File: src/rtl/ptp_tod_pkg.sv
`timescale 1ns/1ps
package ptp_tod_pkg;
  localparam int unsigned ADDR_W   = 3;
  localparam int unsigned DATA_W   = 32;
  localparam int unsigned ADJ_SIGN = 31;

  typedef enum logic [ADDR_W-1:0] {
    A_SEC_LO  = 3'd0,
    A_SEC_HI  = 3'd1,
    A_NSEC    = 3'd2,
    A_SUB_INC = 3'd3,
    A_NS_INC  = 3'd4,
    A_ADJ     = 3'd5
  } reg_addr_e;
endpackage

File: src/rtl/ptp_incr_regs.sv
`timescale 1ns/1ps
module ptp_incr_regs #(
  parameter int unsigned FRAC_W  = 24,
  parameter int unsigned NSINC_W = 8,
  parameter int unsigned DATA_W  = 32,
  localparam int unsigned STEP_W = NSINC_W + 1,
  localparam int unsigned HI_W   = FRAC_W - 8
) (
  input  logic               clk_i,
  input  logic               rst_ni,
  input  logic               sub_wr_i,
  input  logic               ns_inc_wr_i,
  input  logic [DATA_W-1:0]  data_i,
  input  logic               adv_i,
  output logic [STEP_W-1:0]  step_o,
  output logic [FRAC_W-1:0]  frac_act_o,
  output logic [NSINC_W-1:0] ns_inc_act_o
);
  logic [FRAC_W-1:0] frac_stage_q, frac_act_q, frac_acc_q;
  logic [NSINC_W-1:0] ns_inc_q;
  logic [FRAC_W:0] frac_sum;

  assign frac_sum     = {1'b0, frac_acc_q} + {1'b0, frac_act_q};
  assign step_o       = {1'b0, ns_inc_q} + STEP_W'(frac_sum[FRAC_W]);
  assign frac_act_o   = frac_act_q;
  assign ns_inc_act_o = ns_inc_q;

  always_ff @(posedge clk_i or negedge rst_ni) begin
    if (!rst_ni) begin
      frac_stage_q <= '0;
      frac_act_q   <= '0;
      frac_acc_q   <= '0;
      ns_inc_q     <= '0;
    end else begin
      // fraction split across the word: upper part low, lower byte on top
      if (sub_wr_i) frac_stage_q <= {data_i[HI_W-1:0], data_i[DATA_W-1:DATA_W-8]};
      if (ns_inc_wr_i) begin
        ns_inc_q   <= data_i[NSINC_W-1:0];
        frac_act_q <= frac_stage_q;
      end
      if (adv_i) frac_acc_q <= frac_sum[FRAC_W-1:0];
    end
  end

  a_r4_stage_only: assert property (@(posedge clk_i) disable iff (!rst_ni)
    !ns_inc_wr_i |=> ($stable(frac_act_o) && $stable(ns_inc_act_o)));
  a_r4_commit: assert property (@(posedge clk_i) disable iff (!rst_ni)
    ns_inc_wr_i |=> (ns_inc_act_o == $past(data_i[NSINC_W-1:0])));
endmodule

File: src/rtl/ptp_time_core.sv
`timescale 1ns/1ps
module ptp_time_core #(
  parameter int unsigned SEC_W      = 48,
  parameter int unsigned NS_W       = 30,
  parameter int unsigned STEP_W     = 9,
  parameter int unsigned NS_PER_SEC = 1000000000,
  localparam int unsigned SUM_W     = NS_W + 3
) (
  input  logic              clk_i,
  input  logic              rst_ni,
  input  logic              adv_i,
  input  logic [STEP_W-1:0] step_i,
  input  logic              adj_i,
  input  logic              adj_neg_i,
  input  logic [NS_W-1:0]   adj_mag_i,
  input  logic              sec_load_i,
  input  logic [SEC_W-1:0]  sec_load_val_i,
  input  logic              ns_load_i,
  input  logic [NS_W-1:0]   ns_load_val_i,
  output logic [SEC_W-1:0]  sec_o,
  output logic [NS_W-1:0]   ns_o
);
  localparam logic signed [SUM_W-1:0] ROLL = SUM_W'(NS_PER_SEC);

  logic [SEC_W-1:0] sec_q, sec_nxt;
  logic [NS_W-1:0]  ns_q, ns_nxt;
  logic signed [SUM_W-1:0] base, adj_term, sum;

  always_comb begin
    base     = $signed({{(SUM_W-NS_W){1'b0}}, ns_q}) + $signed({{(SUM_W-STEP_W){1'b0}}, step_i});
    adj_term = adj_i ? $signed({{(SUM_W-NS_W){1'b0}}, adj_mag_i}) : '0;
    sum      = adj_neg_i ? (base - adj_term) : (base + adj_term);
    sec_nxt  = sec_q;
    ns_nxt   = ns_q;
    if (adv_i) begin
      if (sum >= ROLL) begin
        ns_nxt  = NS_W'(sum - ROLL);
        sec_nxt = sec_q + SEC_W'(1);
      end else if (sum < 0) begin
        ns_nxt  = NS_W'(sum + ROLL);
        sec_nxt = sec_q - SEC_W'(1);
      end else begin
        ns_nxt  = NS_W'(sum);
      end
    end
    if (ns_load_i)  ns_nxt  = ns_load_val_i;
    if (sec_load_i) sec_nxt = sec_load_val_i;
  end

  always_ff @(posedge clk_i or negedge rst_ni) begin
    if (!rst_ni) begin
      sec_q <= '0;
      ns_q  <= '0;
    end else begin
      sec_q <= sec_nxt;
      ns_q  <= ns_nxt;
    end
  end

  assign sec_o = sec_q;
  assign ns_o  = ns_q;

  a_r5_ns_range: assert property (@(posedge clk_i) disable iff (!rst_ni)
    !ns_load_i |=> (ns_o < NS_W'(NS_PER_SEC)));
  a_r5_sec_step: assert property (@(posedge clk_i) disable iff (!rst_ni)
    !sec_load_i |=> (sec_o == $past(sec_o) || sec_o == $past(sec_o) + SEC_W'(1)
                     || sec_o == $past(sec_o) - SEC_W'(1)));
  a_r7_ns_load: assert property (@(posedge clk_i) disable iff (!rst_ni)
    ns_load_i |=> (ns_o == $past(ns_load_val_i)));
  a_r10_zero_hold: assert property (@(posedge clk_i) disable iff (!rst_ni)
    (adv_i && step_i == '0 && !adj_i) |=> ($stable(ns_o) && $stable(sec_o)));
endmodule

File: src/rtl/ptp_tod_counter.sv
`timescale 1ns/1ps
module ptp_tod_counter
  import ptp_tod_pkg::*;
#(
  parameter int unsigned SEC_W      = 48,
  parameter int unsigned NS_W       = 30,
  parameter int unsigned FRAC_W     = 24,
  parameter int unsigned NSINC_W    = 8,
  parameter int unsigned NS_PER_SEC = 1000000000,
  localparam int unsigned SECHI_W   = SEC_W - DATA_W,
  localparam int unsigned STEP_W    = NSINC_W + 1
) (
  input  logic              clk_i,
  input  logic              rst_ni,
  input  logic              wr_en_i,
  input  logic [ADDR_W-1:0] wr_addr_i,
  input  logic [DATA_W-1:0] wr_data_i,
  input  logic [ADDR_W-1:0] rd_addr_i,
  output logic [DATA_W-1:0] rd_data_o
);
  logic wr_sec_lo, wr_sec_hi, wr_nsec, wr_sub, wr_nsinc, wr_adj, adv;
  logic [SECHI_W-1:0] sec_hi_q;
  logic [STEP_W-1:0]  step;
  logic [FRAC_W-1:0]  frac_act;
  logic [NSINC_W-1:0] ns_inc_act;
  logic [SEC_W-1:0]   sec;
  logic [NS_W-1:0]    ns;

  assign wr_sec_lo = wr_en_i && wr_addr_i == A_SEC_LO;
  assign wr_sec_hi = wr_en_i && wr_addr_i == A_SEC_HI;
  assign wr_nsec   = wr_en_i && wr_addr_i == A_NSEC;
  assign wr_sub    = wr_en_i && wr_addr_i == A_SUB_INC;
  assign wr_nsinc  = wr_en_i && wr_addr_i == A_NS_INC;
  assign wr_adj    = wr_en_i && wr_addr_i == A_ADJ;
  assign adv       = !(wr_sec_lo || wr_nsec);

  always_ff @(posedge clk_i or negedge rst_ni) begin
    if (!rst_ni)        sec_hi_q <= '0;
    else if (wr_sec_hi) sec_hi_q <= wr_data_i[SECHI_W-1:0];
  end

  ptp_incr_regs #(.FRAC_W(FRAC_W), .NSINC_W(NSINC_W), .DATA_W(DATA_W)) u_incr (
    .clk_i       (clk_i),
    .rst_ni      (rst_ni),
    .sub_wr_i    (wr_sub),
    .ns_inc_wr_i (wr_nsinc),
    .data_i      (wr_data_i),
    .adv_i       (adv),
    .step_o      (step),
    .frac_act_o  (frac_act),
    .ns_inc_act_o(ns_inc_act)
  );

  ptp_time_core #(.SEC_W(SEC_W), .NS_W(NS_W), .STEP_W(STEP_W), .NS_PER_SEC(NS_PER_SEC)) u_core (
    .clk_i         (clk_i),
    .rst_ni        (rst_ni),
    .adv_i         (adv),
    .step_i        (step),
    .adj_i         (wr_adj),
    .adj_neg_i     (wr_data_i[ADJ_SIGN]),
    .adj_mag_i     (wr_data_i[NS_W-1:0]),
    .sec_load_i    (wr_sec_lo),
    .sec_load_val_i({sec_hi_q, wr_data_i}),
    .ns_load_i     (wr_nsec),
    .ns_load_val_i (wr_data_i[NS_W-1:0]),
    .sec_o         (sec),
    .ns_o          (ns)
  );

  always_comb begin
    unique case (rd_addr_i)
      A_SEC_LO:  rd_data_o = sec[DATA_W-1:0];
      A_SEC_HI:  rd_data_o = DATA_W'(sec[SEC_W-1:DATA_W]);
      A_NSEC:    rd_data_o = DATA_W'(ns);
      A_SUB_INC: rd_data_o = DATA_W'(frac_act);
      A_NS_INC:  rd_data_o = DATA_W'(ns_inc_act);
      default:   rd_data_o = '0;
    endcase
  end

  a_r6_sec_load: assert property (@(posedge clk_i) disable iff (!rst_ni)
    wr_sec_lo |=> (sec == {$past(sec_hi_q), $past(wr_data_i)}));
  a_r6_hi_defer: assert property (@(posedge clk_i) disable iff (!rst_ni)
    wr_sec_hi |=> (sec[SEC_W-1:DATA_W] == $past(sec[SEC_W-1:DATA_W])
                   || sec[SEC_W-1:DATA_W] == $past(sec[SEC_W-1:DATA_W]) + SECHI_W'(1)));
  a_r11_unused_addr: assert property (@(posedge clk_i) disable iff (!rst_ni)
    (rd_addr_i > ADDR_W'(A_ADJ)) |-> (rd_data_o == '0));
endmodule

File: config.mk
export PLATFORM = sky130hd
export DESIGN_NAME = ptp_tod_counter
export DESIGN_NICKNAME = d
export VERILOG_FILES = /design/src/rtl/ptp_tod_pkg.sv /design/src/rtl/ptp_incr_regs.sv /design/src/rtl/ptp_time_core.sv /design/src/rtl/ptp_tod_counter.sv
export SDC_FILE = /design/constraint.sdc
export NUM_CORES = 1
export LEC_CHECK = 0
export ABC_AREA = 1
export CORE_UTILIZATION = 65
export DETAILED_ROUTE_END_ITERATION = 6
export HOLD_SLACK_MARGIN = 0.06
export PLACE_DENSITY = 0.95
export SETUP_SLACK_MARGIN = 0.02
export SYNTH_ARGS = -nofsm -noshare
export SYNTH_HDL_FRONTEND = slang
export SYNTH_HIERARCHICAL = 1
export SYNTH_SLANG_ARGS = --single-unit
File: constraint.sdc
create_clock -name clk_i -period 26.3 [get_ports clk_i]
set_clock_uncertainty 0.2 [all_clocks]
set_input_delay 3.945 -clock clk_i [delete_from_list [all_inputs] [get_ports clk_i]]
set_output_delay 3.945 -clock clk_i [all_outputs]
set_load 0.01 [all_outputs]
==> metrics <==
status=finished clean; post-route ant nets=0; CTS tree=done; vias per cell=5.93; CP required=about 26 ns; Mapped Nets=3611; Setup violations, final=0; fin crit share=47.3%; top cells by area, synth=nand2_1 24%, dfrtp_1 22%, ha_1 8.8%; final setup TNS=0 ns; Worst setup SP type=register; cell taking the most area after synthesis=nand2_1; DR top layer=met4; Hold Slack=0.288 ns; met3 routed WL=between 7000 and 8000 um; initial antenna violation count=1; Placeable Area=about 0.03 mm^2; CP most frequent cell=nand2_1; Root Buffer=clkbuf_16; FFs w/ async S/R, synth=100%; share of cells above drive strength 1=5.16%; Worst Max-Slew Pin Slew=0.998 ns; fin. max-slew vios=0; Die Wd=178 um; largest net degree at the start of global routing=97; Hold Path Class=reg2reg; Die Span Y=178 um; # fillers=2763; FF-to-FF setup slack=between 10 and 15 ns; Initial Utilization=66.1%; hold depth=2; die area=0.0318 mm^2; DP HPWL=57400 um; Area Overhead vs Synth=7.81%; Avg WL per Cell=just under 20 um; sequential area share after synthesis=21.5%; synthesized cell area=0.0202 mm^2; first-pass GRT wire length=113000 um; Final GP Congestion=1.08; Post-Syn Instances=roughly 3400; GRT Util Overall=46.9%; Setup CP Type=reg2reg; fmax=about 80 MHz; Synth Flop Type=dfrtp_1; unrepaired setup endpoints after global routing=false; Yosys top cell area share=23.8%; Avg Cell Area, Syn=5.91 um^2; drt initial violations=2653; crit-path max cell delay=about 0.59 ns; cts repair resizes=0; final wirelength=74700 um; vias in the first global route=21028; layout net count=3625; Synth cell types=58; YS warnings=6; wl on met1=27500 um; routed via count=22824; dpl ws=13.83 ns; fin crit period=approximately 12 ns; FF+latch count, synth=between 150 and 200; DRC=0; EDFF count, synth=0; # port buffers=72; dominant cell by count in the synthesized netlist=nand2_1; Cell Rows=64; slew margin rel.=roughly 33%; Clock Tree Buf Depth=2; CP max-delay cell=buf_4; TritonCTS buffer count=17; remaining global-route overflow=0; final hold viol count=0; met2 WL post-DR=33700 um; Critical Path Sink Type=register; post-layout util=71.3%; H-tree Lvls=4; max_cap viols=0; clk sinks=roughly 170; cells on worst reg2reg path=56; Setup Fix Bufs, Post-CTS=0; IO Pins=73; first drt pass iteration count=6; arrival time at the worst endpoint=12.54 ns; clk_lat worst skew=0.45 ns; synth cell count leaders=1283 x nand2_1, 467 x inv_1, 253 x nor2_1, 209 x nand3_1, 174 x dfrtp_1; Post-CTS Hold Fix Bufs=0; Worst-path clk slew=0.08 ns; PnR worst setup slack=13.86 ns; Worst Path Max Fanout=55
routing by layer:
layer,up-vias,track usage [%]
li1,10858,-
met3,361,10.5
met4,0,35.4
met2,1341,75.7
met1,10264,54.2
met5,-,0.321
layout by cell type (no fill, tap or decap), types with 13 or more instances in the layout:
| master | instances |
|---|---|
| dfrtp_1 | 174 |
| o21ai_0 | 171 |
| o21ai_1 | 18 |
| o21bai_1 | 13 |
| ha_1 | 143 |
| nand2_1 | 1283 |
| nor2_1 | 250 |
| nand4_1 | 52 |
| inv_1 | 467 |
| nor3_1 | 30 |
| nand2_2 | 27 |
| a22oi_1 | 20 |
| clkbuf_16 | 17 |
| xnor2_1 | 38 |
| nand3_1 | 209 |
| buf_4 | 14 |
| o211ai_1 | 26 |
| a21oi_1 | 164 |
| clkdlybuf4s50_1 | 70 |
| nor2_2 | 18 |
| inv_2 | 35 |
| xor2_1 | 66 |
state kept, by name (all words and copies together), names as in the netlist:
signal	count
u_core/ns_o	30
u_incr/frac_acc_q	24
u_incr/ns_inc_act_o	8
u_core/sec_o	48
u_incr/frac_stage_q	24
sec_hi_q	16
u_incr/frac_act_o	24
critical path, delay by kind of cell (launching register included):
family	cells	cell delay (ns)
xor+xnor	3	0.68
buf+inv	3	0.93
simple gates	31	4.93
flops	1	0.41
compound gates	12	2.70
fa+ha+maj	7	2.40
worst paths after layout:
| check | from | end |
|---|---|---|
| max | u_incr/frac_act_o[0]$_DFFE_PN0P_ | u_core/sec_o[21]$_DFFE_PN0P_ |
| min | sec_hi_q[3]$_DFFE_PN0P_ | sec_hi_q[3]$_DFFE_PN0P_ |
| max reg2reg | u_incr/frac_act_o[0]$_DFFE_PN0P_ | u_core/sec_o[21]$_DFFE_PN0P_ |
| min reg2reg | sec_hi_q[3]$_DFFE_PN0P_ | sec_hi_q[3]$_DFFE_PN0P_ |
| max in group asynchronous | rst_ni | u_incr/frac_stage_q[1]$_DFFE_PN0P_ |
| min in group asynchronous | rst_ni | u_core/sec_o[36]$_DFFE_PN0P_ |
final cells by class:
type	instances	area [um^2]	area share, %
clock buffer	17	425	1.95
clock inverter	15	244	1.12
timing repair buffer	86	822	3.77
tap	396	495	2.27
multi-input combinational	2646	13500	62.1
inverter	511	1920	8.82
sequential	174	4350	20.0
antenna	2	5.00	0.0230
cells by family after synthesis:
| logic type | count (synthesis) | share of synthesized area [%] |
|---|---|---|
| DFF | 174 | 21.5 |
| muxes | 9 | 0.470 |
| and+or+nand+nor | 1926 | 39.8 |
| xor gates and xnor gates | 104 | 4.50 |
| AOI/OAI and AO/OA | 459 | 12.7 |
| buffers and inverters | 602 | 11.7 |
| adders and majority gates | 148 | 9.34 |
per-stage QoR:
stage / cells / area [um^2]
floorplan: 3422 / 20200
global placement: 3813 / 21100
detailed placement: 3813 / 21100
CTS: 3845 / 21800
global route: 3846 / 21800
finish: 3847 / 21800
Power is not shown: default switching activity piles up to over one toggle a cycle in this logic, so the estimate is an artifact.
